`config.mk`:
```
export PLATFORM = sky130hd
export DESIGN_NAME = repl_window_picker
export DESIGN_NICKNAME = d
export VERILOG_FILES = /design/src/rtl/repl_pkg.sv /design/src/rtl/repl_rst_sync.sv /design/src/rtl/repl_bounds.sv /design/src/rtl/repl_ptr_bank.sv /design/src/rtl/repl_rr_step.sv /design/src/rtl/repl_window_picker.sv
export SDC_FILE = /design/constraint.sdc
export NUM_CORES = 1
export LEC_CHECK = 0
export BUFFER_PORTS_ARGS = -buffer_cell sky130_fd_sc_hd__buf_2
export CORE_MARGIN = 5
export CORE_UTILIZATION = 30
export CTS_BUF_LIST = sky130_fd_sc_hd__clkbuf_16
export CTS_CLUSTER_SIZE = 28
export DETAILED_ROUTE_END_ITERATION = 8
export GPL_ROUTABILITY_DRIVEN = 0
export HOLD_SLACK_MARGIN = 0.05
export PLACE_DENSITY_LB_ADDON = 0.25
export SYNTH_ARGS = -nofsm -noshare
export SYNTH_HDL_FRONTEND = slang
export SYNTH_SLANG_ARGS = --single-unit
```
`constraint.sdc`:
```
create_clock -name clk -period 3.4 [get_ports clk]
set_input_delay 0.51 -clock clk [delete_from_list [all_inputs] [get_ports clk]]
set_output_delay 0.51 -clock clk [all_outputs]
set_load 0.02 [all_outputs]
```
`src/rtl/repl_pkg.sv`:
```
package repl_pkg;
  typedef enum logic [1:0] {
    SEL_NORM_FLOOR  = 2'd0,
    SEL_TRANS_FLOOR = 2'd1,
    SEL_TRANS_CEIL  = 2'd2,
    SEL_UNUSED      = 2'd3
  } bound_sel_e;
endpackage

```
`src/rtl/repl_rst_sync.sv`:
```
module repl_rst_sync (
  input  logic clk,
  input  logic rst_n,
  output logic rst_n_sync
);
  logic [1:0] stage_q;

  always_ff @(posedge clk or negedge rst_n) begin
    if (!rst_n) stage_q <= 2'b00;
    else        stage_q <= {stage_q[0], 1'b1};
  end

  assign rst_n_sync = stage_q[1];
endmodule

```
`src/rtl/repl_bounds.sv`:
```
module repl_bounds
  import repl_pkg::*;
#(
  parameter int WAY_W    = 6,
  parameter int TOP_WAY  = 63
) (
  input  logic             clk,
  input  logic             rst_n,
  input  logic             we,
  input  logic [1:0]       sel,
  input  logic [WAY_W-1:0] wdata,
  output logic [WAY_W-1:0] norm_floor,
  output logic [WAY_W-1:0] trans_floor,
  output logic [WAY_W-1:0] trans_ceil,
  output logic             norm_clr,
  output logic             trans_clr,
  output logic [WAY_W-1:0] norm_clr_val,
  output logic [WAY_W-1:0] trans_clr_val
);
  logic [WAY_W-1:0] nf_q, tf_q, tc_q;
  logic             nf_en, tf_en, tc_en;
  bound_sel_e       sel_e;

  always_comb begin
    sel_e         = bound_sel_e'(sel);
    nf_en         = we && (sel_e == SEL_NORM_FLOOR);
    tf_en         = we && (sel_e == SEL_TRANS_FLOOR);
    tc_en         = we && (sel_e == SEL_TRANS_CEIL);
    norm_clr      = nf_en;
    trans_clr     = tf_en || tc_en;
    norm_clr_val  = wdata;
    trans_clr_val = tf_en ? wdata : tf_q;
  end

  always_ff @(posedge clk or negedge rst_n) begin
    if (!rst_n) begin
      nf_q <= '0;
      tf_q <= '0;
      tc_q <= WAY_W'(TOP_WAY);
    end else begin
      if (nf_en) nf_q <= wdata;
      if (tf_en) tf_q <= wdata;
      if (tc_en) tc_q <= wdata;
    end
  end

  assign norm_floor  = nf_q;
  assign trans_floor = tf_q;
  assign trans_ceil  = tc_q;
endmodule

```
`src/rtl/repl_ptr_bank.sv`:
```
module repl_ptr_bank #(
  parameter int NUM_SETS = 8,
  parameter int WAY_W    = 6,
  localparam int SET_W   = (NUM_SETS > 1) ? $clog2(NUM_SETS) : 1
) (
  input  logic             clk,
  input  logic             rst_n,
  input  logic [SET_W-1:0] rd_set,
  output logic [WAY_W-1:0] rd_ptr,
  input  logic             adv_en,
  input  logic [WAY_W-1:0] adv_val,
  input  logic             clr_en,
  input  logic [WAY_W-1:0] clr_val
);
  logic [WAY_W-1:0] ptr_q [NUM_SETS];
  logic [WAY_W-1:0] ptr_d [NUM_SETS];
  logic             ptr_en [NUM_SETS];

  for (genvar s = 0; s < NUM_SETS; s++) begin : g_set
    always_comb begin
      ptr_en[s] = clr_en || (adv_en && (rd_set == SET_W'(s)));
      ptr_d[s]  = clr_en ? clr_val : adv_val;
    end

    always_ff @(posedge clk or negedge rst_n) begin
      if (!rst_n)         ptr_q[s] <= '0;
      else if (ptr_en[s]) ptr_q[s] <= ptr_d[s];
    end
  end

  assign rd_ptr = ptr_q[rd_set];
endmodule

```
`src/rtl/repl_rr_step.sv`:
```
module repl_rr_step #(
  parameter int WAY_W = 6
) (
  input  logic [WAY_W-1:0] ptr,
  input  logic [WAY_W-1:0] floor_w,
  input  logic [WAY_W-1:0] ceil_w,
  output logic             empty,
  output logic [WAY_W-1:0] way,
  output logic [WAY_W-1:0] nxt
);
  always_comb begin
    empty = floor_w > ceil_w;
    way   = ((ptr < floor_w) || (ptr > ceil_w)) ? floor_w : ptr;
    nxt   = (way == ceil_w) ? floor_w : way + WAY_W'(1);
  end
endmodule

```
`src/rtl/repl_window_picker.sv`:
```
module repl_window_picker #(
  parameter int NUM_WAYS = 64,
  parameter int NUM_SETS = 8,
  localparam int WAY_W   = $clog2(NUM_WAYS),
  localparam int SET_W   = (NUM_SETS > 1) ? $clog2(NUM_SETS) : 1
) (
  input  logic             clk,
  input  logic             rst_n,
  input  logic             alloc_valid,
  input  logic [SET_W-1:0] alloc_set,
  input  logic             alloc_transient,
  input  logic             cfg_we,
  input  logic [1:0]       cfg_sel,
  input  logic [WAY_W-1:0] cfg_wdata,
  output logic             vic_valid,
  output logic             vic_none,
  output logic [WAY_W-1:0] vic_way
);
  localparam logic [WAY_W-1:0] TOP = WAY_W'(NUM_WAYS - 1);

  logic             rst_n_s;
  logic [WAY_W-1:0] norm_floor, trans_floor, trans_ceil;
  logic             norm_clr, trans_clr;
  logic [WAY_W-1:0] norm_clr_val, trans_clr_val;
  logic [WAY_W-1:0] n_ptr, t_ptr;
  logic             n_empty, t_empty;
  logic [WAY_W-1:0] n_way, t_way, n_nxt, t_nxt;
  logic             n_adv, t_adv;
  logic             sel_empty;
  logic [WAY_W-1:0] sel_way;
  logic             valid_d, none_d;
  logic [WAY_W-1:0] way_d;
  logic             valid_q, none_q;
  logic [WAY_W-1:0] way_q;

  repl_rst_sync u_rst (
    .clk        (clk),
    .rst_n      (rst_n),
    .rst_n_sync (rst_n_s)
  );

  repl_bounds #(.WAY_W(WAY_W), .TOP_WAY(NUM_WAYS - 1)) u_bounds (
    .clk           (clk),
    .rst_n         (rst_n_s),
    .we            (cfg_we),
    .sel           (cfg_sel),
    .wdata         (cfg_wdata),
    .norm_floor    (norm_floor),
    .trans_floor   (trans_floor),
    .trans_ceil    (trans_ceil),
    .norm_clr      (norm_clr),
    .trans_clr     (trans_clr),
    .norm_clr_val  (norm_clr_val),
    .trans_clr_val (trans_clr_val)
  );

  repl_ptr_bank #(.NUM_SETS(NUM_SETS), .WAY_W(WAY_W)) u_norm_ptrs (
    .clk     (clk),
    .rst_n   (rst_n_s),
    .rd_set  (alloc_set),
    .rd_ptr  (n_ptr),
    .adv_en  (n_adv),
    .adv_val (n_nxt),
    .clr_en  (norm_clr),
    .clr_val (norm_clr_val)
  );

  repl_ptr_bank #(.NUM_SETS(NUM_SETS), .WAY_W(WAY_W)) u_trans_ptrs (
    .clk     (clk),
    .rst_n   (rst_n_s),
    .rd_set  (alloc_set),
    .rd_ptr  (t_ptr),
    .adv_en  (t_adv),
    .adv_val (t_nxt),
    .clr_en  (trans_clr),
    .clr_val (trans_clr_val)
  );

  repl_rr_step #(.WAY_W(WAY_W)) u_norm_step (
    .ptr     (n_ptr),
    .floor_w (norm_floor),
    .ceil_w  (TOP),
    .empty   (n_empty),
    .way     (n_way),
    .nxt     (n_nxt)
  );

  repl_rr_step #(.WAY_W(WAY_W)) u_trans_step (
    .ptr     (t_ptr),
    .floor_w (trans_floor),
    .ceil_w  (trans_ceil),
    .empty   (t_empty),
    .way     (t_way),
    .nxt     (t_nxt)
  );

  always_comb begin
    n_adv     = alloc_valid && !alloc_transient && !n_empty;
    t_adv     = alloc_valid &&  alloc_transient && !t_empty;
    sel_empty = alloc_transient ? t_empty : n_empty;
    sel_way   = alloc_transient ? t_way   : n_way;
    valid_d   = alloc_valid && !sel_empty;
    none_d    = alloc_valid &&  sel_empty;
    way_d     = sel_empty ? '0 : sel_way;
  end

  always_ff @(posedge clk or negedge rst_n_s) begin
    if (!rst_n_s) begin
      valid_q <= 1'b0;
      none_q  <= 1'b0;
      way_q   <= '0;
    end else begin
      valid_q <= valid_d;
      none_q  <= none_d;
      if (alloc_valid) way_q <= way_d;
    end
  end

  assign vic_valid = valid_q;
  assign vic_none  = none_q;
  assign vic_way   = way_q;
endmodule

```
Yosys cells after proc, flatten, opt, wreduce, memory -nomap -nowiden. Cells that the tools add are included.

Bits in read-only memories: 0. Bits in registers: 124. Latch bits: 0. Memory bits (writable): 0. Memories: 0.

$lt $le $gt $ge: 7. Multiply operators: 0. Div/mod/pow operators: 0. Shift-type cells: 0. Reduce and logical (&&, ||, !) cells: 50. Equal/unequal tests: 11. Bitwise operators: 1. Add/sub/neg operators: 2. Muxes and demuxes: 16.

Operator list (number): 2-to-1 mux 6 bit (13); binary-select mux 6 bit (select 3 bit) (2); logical AND 1 bit (25); logical OR 1 bit (19); adder 6 x 1 -> 6 bit, second input constant (2); equality test 3 bit, second input constant (4); greater-than comparator 6 bit (2); greater-than comparator 6 bit, second input constant (2); < comparator 6 bit (2); equality test 3 x 2 -> 1 bit, second input constant (2); equality test 6 bit (1); equality test 6 bit, second input constant (1); greater-or-equal comparator 4 bit, second input constant (1); zero test 1 bit (4); inverter 3 -> 4 bit (1); equality test 3 x 1 -> 1 bit, second input constant (1); zero test 3 bit (1); equality test 2 x 1 -> 1 bit, second input constant (1); equality test 2 bit, second input constant (1); zero test 2 bit (1); 2-to-1 mux 1 bit (1).

Longest topological paths before layout. Gate-level depths: netlist of the first run.

Word-level depth: 10. Gate-level depth with buffers: 21. Depth with buffers taken out: 17.

Modules after synthesis. Synthesis of the first run repeated with hierarchy kept, for this count alone.

Cells, all modules: 648. Area total of the unflattened synthesis: 7965.1 sq um.

By module, submodules not included: repl_ptr_bank (instances 2, cells an instance 169, area each 2459.9 sq um, seq. area each 1201.2 sq um); repl_rr_step at u_trans_step (instances 1, cells an instance 120, area each 955.9 sq um, seq. area each 0.0 sq um); repl_rr_step at u_norm_step (instances 1, cells an instance 113, area each 905.9 sq um, seq. area each 0.0 sq um); repl_bounds (instances 1, cells an instance 47, area each 754.5 sq um, seq. area each 457.9 sq um); repl_window_picker (instances 1, cells an instance 27, area each 375.4 sq um, seq. area each 200.2 sq um); repl_rst_sync (instances 1, cells an instance 3, area each 53.8 sq um, seq. area each 50.0 sq um).

Worst setup path before layout of the first run. No wires, ideal clock.

Kind: input port to flip-flop. From: input port alloc_set[1]. To: register u_trans_ptrs.ptr_q[46] (netlist bit). Stages: 18. Setup time: 0.065 ns. Data arrival time: 4.581 ns. Path slack: -1.246 ns. Path through: buf_2 buf_4 buf_2 mux4_2 mux2_2 ha_1 nand4_1 mux2_2 o31a_1 nor3_4 mux2i_2 ha_1 nand3_1 mux2i_1 xnor2_1 nand2_1 o221ai_2 mux2_2.

Word-level cells in the longest chain between the ends: 10.

Ends and longest elaborated chain: start, declared (line repl_window_picker.sv:10) `input logic [SET_W-1:0] alloc_set,`; inverter 3 -> 4 bit (not written as such) (line repl_ptr_bank.sv:31) `assign rd_ptr = ptr_q[rd_set];`; binary-select mux 6 bit (select 3 bit) (line repl_ptr_bank.sv:31); 2-to-1 mux 6 bit (not written as such) (2 in a row) (line repl_ptr_bank.sv:31); < comparator 6 bit / greater-than comparator 6 bit (equally long branches) (line repl_rr_step.sv:13) `way = ((ptr < floor_w) || (ptr > ceil_w)) ? floor_w : ptr;`; logical OR 1 bit (line repl_rr_step.sv:13); 2-to-1 mux 6 bit (line repl_rr_step.sv:13); adder 6 x 1 -> 6 bit / equality test 6 bit (equally long branches) (line repl_rr_step.sv:14) `nxt = (way == ceil_w) ? floor_w : way + WAY_W'(1);`; 2-to-1 mux 6 bit (line repl_rr_step.sv:14); 2-to-1 mux 6 bit (line repl_ptr_bank.sv:22) `ptr_d[s] = clr_en ? clr_val : adv_val;`; end signal, assigned by index (line repl_ptr_bank.sv:27) `else if (ptr_en[s]) ptr_q[s] <= ptr_d[s];`; end, declared (line repl_ptr_bank.sv:15) `logic [WAY_W-1:0] ptr_q [NUM_SETS];`.

Several ways; a longest one is shown, not always the timed one. The select of a mux whose other input is x is not followed. A chain may end at the register's enable or synchronous reset.

Worst setup path after layout of the first run.
From: register u_trans_ptrs.ptr_q[9] (netlist bit). To: register u_trans_ptrs.ptr_q[10] (netlist bit).

Word-level cells in the longest chain between the ends: 9.

Ends and longest elaborated chain (line): binary-select mux 6 bit (select 3 bit) * (repl_ptr_bank.sv:31); 2-to-1 mux 6 bit (not written as such) * (2 in a row) (repl_ptr_bank.sv:31); < comparator 6 bit / greater-than comparator 6 bit (equally long branches) (repl_rr_step.sv:13); logical OR 1 bit (repl_rr_step.sv:13); 2-to-1 mux 6 bit * (repl_rr_step.sv:13); adder 6 x 1 -> 6 bit / equality test 6 bit (equally long branches) (repl_rr_step.sv:14); 2-to-1 mux 6 bit * (repl_rr_step.sv:14); 2-to-1 mux 6 bit * (repl_ptr_bank.sv:22).

Every way passes the cells marked *; elsewhere a longest branch is shown, timed or not. The select of a mux whose other input is x is not followed.

==> results of run 1 <==
layout by cell type (no fill, tap or decap), types with 6 or more instances in the layout:
| cell type | count |
|---|---|
| a21oi_1 | 23 |
| nand2_1 | 62 |
| inv_1 | 24 |
| a41oi_1 | 7 |
| ha_1 | 9 |
| o21ai_0 | 18 |
| o21a_1 | 9 |
| mux2_2 | 18 |
| a21oi_2 | 7 |
| o31ai_2 | 7 |
| nor2_1 | 36 |
| mux2i_4 | 6 |
| buf_2 | 21 |
| ha_4 | 14 |
| mux4_2 | 22 |
| buf_6 | 16 |
| dfstp_2 | 6 |
| a21o_1 | 12 |
| buf_4 | 111 |
| nor2b_1 | 10 |
| mux2_4 | 50 |
| dfrtp_1 | 117 |
| mux2i_1 | 7 |
| a31oi_1 | 16 |
| clkbuf_16 | 17 |
| o31ai_1 | 10 |
| buf_12 | 9 |
per-layer routing:
layer  track usage (%)  wire (um)  share of wire [%]
met3              3.01        982                4.6
met2              26.2      10400                 48
met1              22.3       9670                 45
met4              4.77        403                1.9
met5                 0          0                  0
layout make-up:
cell class,instances,area [um2]
Fill cell,2133,13200
Multi-Input combinational cell,453,4540
Sequential cell,124,3110
Timing Repair Buffer,158,1310
Clock buffer,17,425
Tap cell,319,399
Clock inverter,15,181
Inverter,24,90.1
Antenna cell,1,2.50
worst reg2reg max path: cells and delay by family, from the launching register on:
kind,cells,cell delay (ns)
simple gates,3,0.90
flops,1,0.39
buf+inv,4,0.54
mux,3,1.12
fa+ha+maj,1,0.28
compound gates,5,0.66
Yosys cell counts (2+ instances only):
cell	instances
dfrtp_1	118
mux2_2	68
nand2_1	65
nor2_1	38
a21oi_1	33
ha_1	24
inv_1	24
o21ai_0	23
mux4_2	22
a31oi_1	19
o31ai_1	19
mux2i_1	17
clkbuf_1	13
a21o_1	12
nor2b_1	10
o21a_1	9
buf_1	8
a41oi_1	7
nand3_1	7
dfstp_2	6
and2_1	5
nand4_1	5
o21ai_1	5
xnor2_1	5
buf_2	4
nor3_1	4
xor2_1	4
a22o_1	3
buf_4	3
nand2b_1	3
o221ai_1	3
and3_1	2
nor3_4	2
o211ai_2	2
o221ai_2	2
o22ai_1	2
stage by stage:
stage               area [um2]  std cells  hold slack [ns]  setup WS (ns)  utilization [%]
floorplan                 7430        630            0.214         -0.850                -
global placement          8610       1050            0.299          -1.02             37.0
detailed placement        8610       1050            0.301          -1.10             37.0
CTS                       9630       1098            0.348         -0.556             41.4
global route             10100       1111            0.350         -0.738             43.2
finish                   10100       1111            0.355         -0.595             43.2
cell families (layout without fill, tap and decap cells):
kind of cell	Yosys count	after routing	share of synthesized area, %
other	1	2	0.0534
buffers and inverters	53	214	3.17
XOR/XNOR	10	10	1.36
flip-flops	124	124	44.3
multiplexers	108	108	20.6
AO/OA/AOI/OAI	155	155	15.6
AND/OR/NAND/NOR	155	155	10.6
adder cells (fa/ha/maj)	24	24	4.28
state kept, by name (all words and copies together), names as in the netlist:
signal and cells:
u_rst.stage_q 2, vic_valid 1, u_trans_ptrs.ptr_q 48, u_bounds.norm_floor 6, vic_way 6, u_bounds.trans_floor 6
u_bounds.trans_ceil 6, vic_none 1, u_norm_ptrs.ptr_q 48
worst max-delay path by stage:
stage                            from                endpoint  depth (start not counted)  slack [ns]
2_1_floorplan            alloc_set[1]  u_trans_ptrs.ptr_q[10]                         18       -0.85
3_3_place_gp             alloc_set[1]  u_trans_ptrs.ptr_q[44]                         16       -1.02
3_5_place_dp             alloc_set[1]  u_trans_ptrs.ptr_q[39]                         14       -1.10
4_1_cts        u_trans_ptrs.ptr_q[29]  u_trans_ptrs.ptr_q[16]                         15       -0.56
5_1_grt        u_trans_ptrs.ptr_q[43]  u_trans_ptrs.ptr_q[10]                         16       -0.74
6_report        u_trans_ptrs.ptr_q[9]  u_trans_ptrs.ptr_q[10]                         16       -0.60
what timing repair did:
action,CTS,global route
hold buffers,1,0
pin swaps,23,28
endpoints found under the setup margin,100,102
setup buffers,15,14
resized for setup,52,62
endpoints found under the hold margin,2,0
power groups by stage:
stage / logic [mW] / registers [mW] / clock network [mW]
detailed placement: 4.81 / 2.47 / 0
finish: 5.97 / 2.47 / 1.90
floorplan: 3.09 / 2.43 / 0
global route: 6.40 / 2.54 / 2.00
global placement: 4.70 / 2.44 / 0
CTS: 5.29 / 2.46 / 1.93
==> flow_summary.toml, run 1 <==
[yosys]
ys_types = 70
synth-edff-count = 0
synth.area.top_cells = "dfrtp_1, mux2_2, mux4_2, ha_1, nand2_1"
syn_area_mm2 = 0.00702
ys.flop_type = "dfrtp_1"
synth-seq-cells = 124
avgSynthCellArea_um2 = 11.1
syn_nets = 670
yosys_warnings = 0
synth_largest_area_cell = "dfrtp_1"
netlist_instances = 630
yosysSeqAreaShare_pct = 44.3
async_reset_ff_share_pct = 100
synthDominantCellAreaShare_pct = 42.1

[detailed_routing]
viasPerCell = 5.15
wl_per_cell_um = 19.3
drtPass1Iterations = 4
final_antenna_net_count = 0
initialDrtViolationCount = 398
drc = 0
num_vias = 5726
routed_wl_um = 21400

[timing]
worst_pin_slew_ns = 1.24
post-route-period-util_pct = 118
post-route-min-period_ns = 4.00
worst_clock_skew_ns = 0.0169
fmax_mhz = 250
drv_slew = 0
max-slew-margin-rel_pct = 16.6
rsz0062_at_grt = "yes"
fin_ws_ns = -0.595
final-hold-violation-count = 0
setup_tns_ns = -30.43
setup_viol = 99

[grt]
grt_start_max_net_pins = 123
grtUsageTotal_pct = 16.2
overflow = 0
grt_pass1_wl_um = 33700
antenna_found_initial = 1
grt_pass1_vias = 6044

[clock_tree]
clk_latency_ns = 0.42
clock_tree.buffer_depth = 2
htreeDepth = 4
numClockSinks = 124
path_clk_slew_ns = 0.06
cts-buffers-inserted = 17
cts_root_buf = "clkbuf_16"
tritoncts = "built"

[critical_path]
reg2reg_from = "u_trans_ptrs.ptr_q[9]"
critical_path_peak_fanout = 8
slowest_delay_ns = 0.51
critPathKind = "flip-flop to flip-flop"
r2r_end = "u_trans_ptrs.ptr_q[10]"
critPathBufInv = 4
reg2reg_depth = 16
required_ns = 3.70
critPathCaptureType = "flip-flop"
cp_top_family = "multiplexers"
startpoint_type = "flip-flop"
reg2reg_setup_slack_ns = -0.60
cp_slowest_cell = "or4_4"
crit_top_cell = "buf_4"
path_cells = "mux4_2 > mux2_4 > ha_4 > a21o_1 > buf_4 > a311oi_2 > o21a_1 > buf_4 > buf_4 > or4_4 > o211ai_4 > nand3_4 > nor3_4 > buf_4 > o221ai_4 > mux2_4"
arrival_ns = 4.30

[job]
max_cap_viol_count = 0

[status]
violations = "negative setup slack"
status = "finished, violations left"

[placement]
port_buffers = 23
dp_hpwl_um = 15000

[die]
die-area_mm2 = 0.0265
ios = 24
die_y_um = 163
coreArea_mm2 = 0.0233
start_util_pct = 30.2
die_w_um = 163
rows = 56

[power_and_ir_drop]
net-switching-power_mw = 3.81
powerDensity_mw_per_mm2 = 1030
power_switching_share_pct = 36.8
p_leak_nw = 4.37
ir_drop_mv = 0.371
internal_power_mw = 6.53
p_comb_share_pct = 57.7
pwr-share-clk_pct = 18.4
seqPwrFrac_pct = 23.9
power_mw = 10.3

[hold_path]
holdCritPathClass = "flip-flop to async pin"

[finish]
layout.nets = 818
drive_above_1_share_pct = 47.9
syn2layout_area_growth_pct = 43.3
(Power assumes the default switching activity.)
==> inputs of run 2 (changes only) <==
--- a/config.mk
+++ b/config.mk
@@ -13,7 +13,7 @@
 export DETAILED_ROUTE_END_ITERATION = 8
 export GPL_ROUTABILITY_DRIVEN = 0
 export HOLD_SLACK_MARGIN = 0.05
-export PLACE_DENSITY_LB_ADDON = 0.25
+export PLACE_DENSITY = 0.56
 export SYNTH_ARGS = -nofsm -noshare
 export SYNTH_HDL_FRONTEND = slang
 export SYNTH_SLANG_ARGS = --single-unit
==> run 2 against run 1 <==
  * The run still ends with negative setup slack left
  * Non-clock buffer count increased by 9
  * Critical endpoint is now u_trans_ptrs.ptr_q[31]
  * Routed wire length decreased by 1.7%
  * Count of clock-buffer cells in the layout unchanged
  * Combinational power increased by 3.5%
  * First-iteration DRC count decreased by 14%
  * Worst setup slack got worse by 0.021 ns
  * Sequential cell count unchanged
  * Critical path depth decreased by 1
  * Via count decreased by 0.42%
  * Final cell count increased by 0.72%
  * Sequential power about the same
  * Highest routed layer unchanged
==> flow_summary.toml, run 2 (synthesized netlist as in run 1, its figures left out) <==
[job]
max_cap_viol_count = 0

[detailed_routing]
viasPerCell = 5.10
num_vias = 5702
wl_per_cell_um = 18.8
drc = 0
drtPass1Iterations = 4
routed_wl_um = 21000
final_antenna_net_count = 0
initialDrtViolationCount = 343

[power_and_ir_drop]
p_comb_share_pct = 59.1
p_leak_nw = 4.38
seqPwrFrac_pct = 23.7
power_switching_share_pct = 37.4
powerDensity_mw_per_mm2 = 1030
pwr-share-clk_pct = 17.2
internal_power_mw = 6.54
ir_drop_mv = 0.375
net-switching-power_mw = 3.91

[clock_tree]
htreeDepth = 4
clk_latency_ns = 0.42
path_clk_slew_ns = 0.06
numClockSinks = 124
cts-buffers-inserted = 17
cts_root_buf = "clkbuf_16"
tritoncts = "built"
clock_tree.buffer_depth = 2

[timing]
worst_pin_slew_ns = 1.30
setup_viol = 98
worst_clock_skew_ns = 0.0116
drv_slew = 0
post-route-min-period_ns = 4.02
setup_tns_ns = -36.79
fmax_mhz = 249
fin_ws_ns = -0.616
post-route-period-util_pct = 118
final-hold-violation-count = 0
rsz0062_at_grt = "yes"
max-slew-margin-rel_pct = 12.6

[critical_path]
critPathKind = "flip-flop to flip-flop"
arrival_ns = 4.28
slowest_delay_ns = 0.48
startpoint_type = "flip-flop"
critPathBufInv = 4
crit_top_cell = "buf_4"
path_cells = "mux4_2 > mux2_4 > buf_4 > ha_1 > o31ai_1 > o21a_1 > nor3_4 > mux2i_4 > buf_4 > buf_4 > xnor2_2 > buf_4 > nand4_1 > a21oi_4 > o31ai_2"
cp_slowest_cell = "mux4_2"
cp_top_family = "multiplexers"
critPathCaptureType = "flip-flop"
critical_path_peak_fanout = 8
required_ns = 3.66

[finish]
reg_top3 = "u_norm_ptrs.ptr_q x48, u_trans_ptrs.ptr_q x48"
drive_above_1_share_pct = 48.5
fillers = 2193
final_cell_mix = "dfrtp_1, buf_4, nand2_1"
multi_input_area_mm2 = 0.00453
syn2layout_area_growth_pct = 44.4
final_core_util_pct = 43.6
final_common_cell = "dfrtp_1"
seq_area_mm2 = 0.00311
layout.nets = 827
n_antenna_cell = 0

[placement]
dp_slack_ns = -1.13
port_buffers = 23
dp_hpwl_um = 14500

[die]
start_util_pct = 30.2
ios = 24
coreArea_mm2 = 0.0233
rows = 56
die_w_um = 163
die_y_um = 163
die-area_mm2 = 0.0265

[grt]
grt_start_max_net_pins = 59
grt_pass1_vias = 5788
overflow = 0
grtUsageTotal_pct = 15.9
grt_pass1_wl_um = 32800
antenna_found_initial = 0

[hold_path]
holdCritPathClass = "flip-flop to async pin"

[status]
status = "finished, violations left"
violations = "negative setup slack"
[run 2: cell types whose count changed in the layout (fill, tap and decap cells not counted), moves of 3 or more]
cell,previous run,this run
mux2_4,50,45
buf_6,16,23
clkinvlp_4,1,5
ha_4,14,10
ha_1,9,12
mux2_2,18,23
[run 2: worst paths after layout]
path	endpoint	slack (ns)	cells after the start	startpoint
max in group asynchronous	u_bounds.trans_ceil[0]	2.25	1	u_rst.stage_q[1]
worst max register to register	u_trans_ptrs.ptr_q[31]	-0.62	15	u_trans_ptrs.ptr_q[5]
min in group clk	u_rst.stage_q[1]	0.35	0	u_rst.stage_q[0]
worst min register to register	u_trans_ptrs.ptr_q[33]	0.29	0	u_rst.stage_q[1]
worst max-delay path	u_trans_ptrs.ptr_q[31]	-0.62	15	u_trans_ptrs.ptr_q[5]
worst min-delay path	u_trans_ptrs.ptr_q[33]	0.29	0	u_rst.stage_q[1]
[run 2: final cells by class]
type	instances	share of cell area, %
Inverter	24	0.889
Sequential cell	124	30.7
Clock buffer	17	4.20
Clock inverter	15	1.47
Multi-Input combinational cell	453	44.7
Timing Repair Buffer	167	14.0
Tap cell	319	3.94
[run 2: metrics by stage]
stage | power (mW) | cell area [um2] | hold WS [ns] | std cells
after floorplan | 5.52 | 7430 | 0.214 | 630
after global placement | 7.32 | 8710 | 0.296 | 1060
after detailed placement | 7.37 | 8710 | 0.296 | 1060
after CTS | 9.97 | 9860 | 0.306 | 1114
after global routing | 11.0 | 10100 | 0.333 | 1119
final | 10.4 | 10100 | 0.289 | 1119
[run 2: repair_timing]
item | in CTS | in global routing
pin swaps | 31 | 29
gates resized for setup | 79 | 43
endpoints found under the hold margin | 2 | 0
buffers inserted | 23 | 9
hold buffers | 1 | 0
endpoints found under the setup margin | 100 | 101
[run 2: power groups by stage]
| stage | sequential, mW | clock, mW | combinational (mW) |
|---|---|---|---|
| 5_1_grt | 2.54 | 1.89 | 6.57 |
| 4_1_cts | 2.46 | 1.83 | 5.68 |
| 3_5_place_dp | 2.47 | 0 | 4.90 |
| 2_1_floorplan | 2.43 | 0 | 3.09 |
| 3_3_place_gp | 2.46 | 0 | 4.86 |
| 6_report | 2.47 | 1.80 | 6.18 |
[run 2: metal layers]
layer	vias to the layer above	share of wire, %	global-route usage, %
met5	-	0	0
met4	0	1.4	4.46
met3	26	3.6	2.89
met2	117	46	24.3
met1	2907	49	23.3
li1	2652	-	-
==> inputs of run 3 (changes only) <==
--- a/config.mk
+++ b/config.mk
@@ -13,7 +13,7 @@
 export DETAILED_ROUTE_END_ITERATION = 8
 export GPL_ROUTABILITY_DRIVEN = 0
 export HOLD_SLACK_MARGIN = 0.05
-export PLACE_DENSITY = 0.56
+export PLACE_DENSITY = 0.54
 export SYNTH_ARGS = -nofsm -noshare
 export SYNTH_HDL_FRONTEND = slang
 export SYNTH_SLANG_ARGS = --single-unit
==> constraint.sdc (replaced) <==
create_clock -name clk -period 5.03 [get_ports clk]
set_input_delay 0.7545 -clock clk [delete_from_list [all_inputs] [get_ports clk]]
set_output_delay 0.7545 -clock clk [all_outputs]
set_load 0.02 [all_outputs]
==> run 3 against run 2 <==
  * The flow now finishes without violations
  * Non-clock buffer count fell by 116
  * Core utilization fell by 8.2 points
  * Register-to-register slack improved by 1.4 ns
  * Global-route usage fell by 1.7 points
  * Final cell count fell by 10%
  * Clock power fell by 33%
  * Worst setup slack improved by 1.1 ns
  * Critical path depth rose by 1
  * Largest power group unchanged
==> flow_summary.toml, run 3 (synthesized netlist as in run 1, its figures left out) <==
[finish]
multi_input_area_mm2 = 0.00368
syn2layout_area_growth_pct = 17.2
reg_top3 = "u_norm_ptrs.ptr_q x48, u_trans_ptrs.ptr_q x48"
drive_above_1_share_pct = 28.5
n_antenna_cell = 0
final_cell_mix = "dfrtp_1, mux2_2, nand2_1"
layout.nets = 711
final_common_cell = "dfrtp_1"
fillers = 2311
seq_area_mm2 = 0.00311

[placement]
dp_hpwl_um = 13000
port_buffers = 23
dp_slack_ns = 0.0827

[timing]
worst_clock_skew_ns = 0.0140
setup_viol = 0
drv_slew = 0
rsz0062_at_grt = "no"
max-slew-margin-rel_pct = 22.5
post-route-min-period_ns = 4.54
fin_ws_ns = 0.495
setup_tns_ns = 0
worst_pin_slew_ns = 1.15
fmax_mhz = 220
post-route-period-util_pct = 90.2
final-hold-violation-count = 0

[die]
die_w_um = 163
ios = 24
die_y_um = 163
rows = 56
coreArea_mm2 = 0.0233
die-area_mm2 = 0.0265
start_util_pct = 30.2

[critical_path]
arrival_ns = 4.89
critPathBufInv = 1
reg2reg_setup_slack_ns = 0.81
critPathKind = "primary input to flip-flop"
critical_path_peak_fanout = 8
startpoint_type = "primary input"
reg2reg_depth = 15
crit_cells = 16
required_ns = 5.38
cp_slowest_cell = "mux4_2"
r2r_end = "u_trans_ptrs.ptr_q[16]"
cp_top_family = "multiplexers"
critPathCaptureType = "flip-flop"
slowest_delay_ns = 0.54
reg2reg_from = "u_trans_ptrs.ptr_q[4]"
path_cells = "buf_2 > mux4_2 > mux2_2 > ha_1 > or3b_1 > a311oi_1 > o21a_1 > nor3_4 > o21ai_0 > ha_1 > nand3_1 > mux2i_1 > xnor2_1 > nand2_1 > o221ai_2 > mux2_2"

[grt]
grt_start_max_net_pins = 77
antenna_found_initial = 0
grt_pass1_vias = 5081
grtUsageTotal_pct = 14.2
overflow = 0
grt_pass1_wl_um = 29300

[clock_tree]
cts-buffers-inserted = 17
hold_buffers = 0
clock_tree.buffer_depth = 2
path_clk_slew_ns = 0.06
numClockSinks = 124
cts_root_buf = "clkbuf_16"
htreeDepth = 4
postCtsResizedCells = 0
tritoncts = "built"
clk_latency_ns = 0.43
cts_setup_buffers = 0

[status]
status = "complete, no violations"

[detailed_routing]
initialDrtViolationCount = 303
wl_per_cell_um = 17.9
drc = 0
viasPerCell = 5.10
final_antenna_net_count = 0
num_vias = 5112
drtPass1Iterations = 5
routed_wl_um = 18000

[hold_path]
holdCritPathClass = "primary input to async pin"

[power_and_ir_drop]
powerDensity_mw_per_mm2 = 643
p_leak_nw = 3.52
ir_drop_mv = 0.288

[job]
max_cap_viol_count = 0
-- run 3: cell type report --
type | instances | area share (%)
clock inverters | 15 | 1.80
clock buffers | 17 | 5.17
repair buffers | 51 | 4.41
inverters | 24 | 1.10
well taps | 319 | 4.85
multi-input cells | 453 | 44.8
flip-flops and latches | 124 | 37.9
-- run 3: stage by stage --
step,hold WS [ns],util [%],cell area (um2),std cells,total power [mW]
2_1_floorplan,0.331,-,7020,630,3.37
3_3_place_gp,0.335,32.9,7650,971,4.07
3_5_place_dp,0.339,32.9,7650,971,4.09
4_1_cts,0.0893,35.3,8220,1003,5.32
5_1_grt,0.0868,35.3,8220,1003,5.67
6_report,0.106,35.3,8220,1003,5.29
-- run 3: how the worst max path moves through the flow --
stage               slack, ns    startpoint                      to
floorplan                0.14  alloc_set[1]  u_trans_ptrs.ptr_q[46]
global placement         0.09  alloc_set[1]   u_norm_ptrs.ptr_q[14]
detailed placement       0.08  alloc_set[1]  u_trans_ptrs.ptr_q[22]
CTS                      0.49  alloc_set[1]  u_trans_ptrs.ptr_q[16]
global route             0.24  alloc_set[1]  u_trans_ptrs.ptr_q[37]
finish                   0.49  alloc_set[1]  u_trans_ptrs.ptr_q[16]
-- run 3: where the power goes --
group	switching [mW]	leakage, nW	internal, mW	total (mW)
clock	0.475	0.278	0.727	1.20
sequential	0.244	1.47	1.43	1.67
combinational	1.29	1.77	1.12	2.41
total	2.01	3.52	3.28	5.29
-- run 3: layer usage --
| metal | global-route usage [%] | wire (um) |
|---|---|---|
| met3 | 2.89 | 617 |
| met4 | 4.19 | 247 |
| met2 | 21.3 | 8160 |
| met1 | 20.8 | 8960 |
| met5 | 0 | 0 |
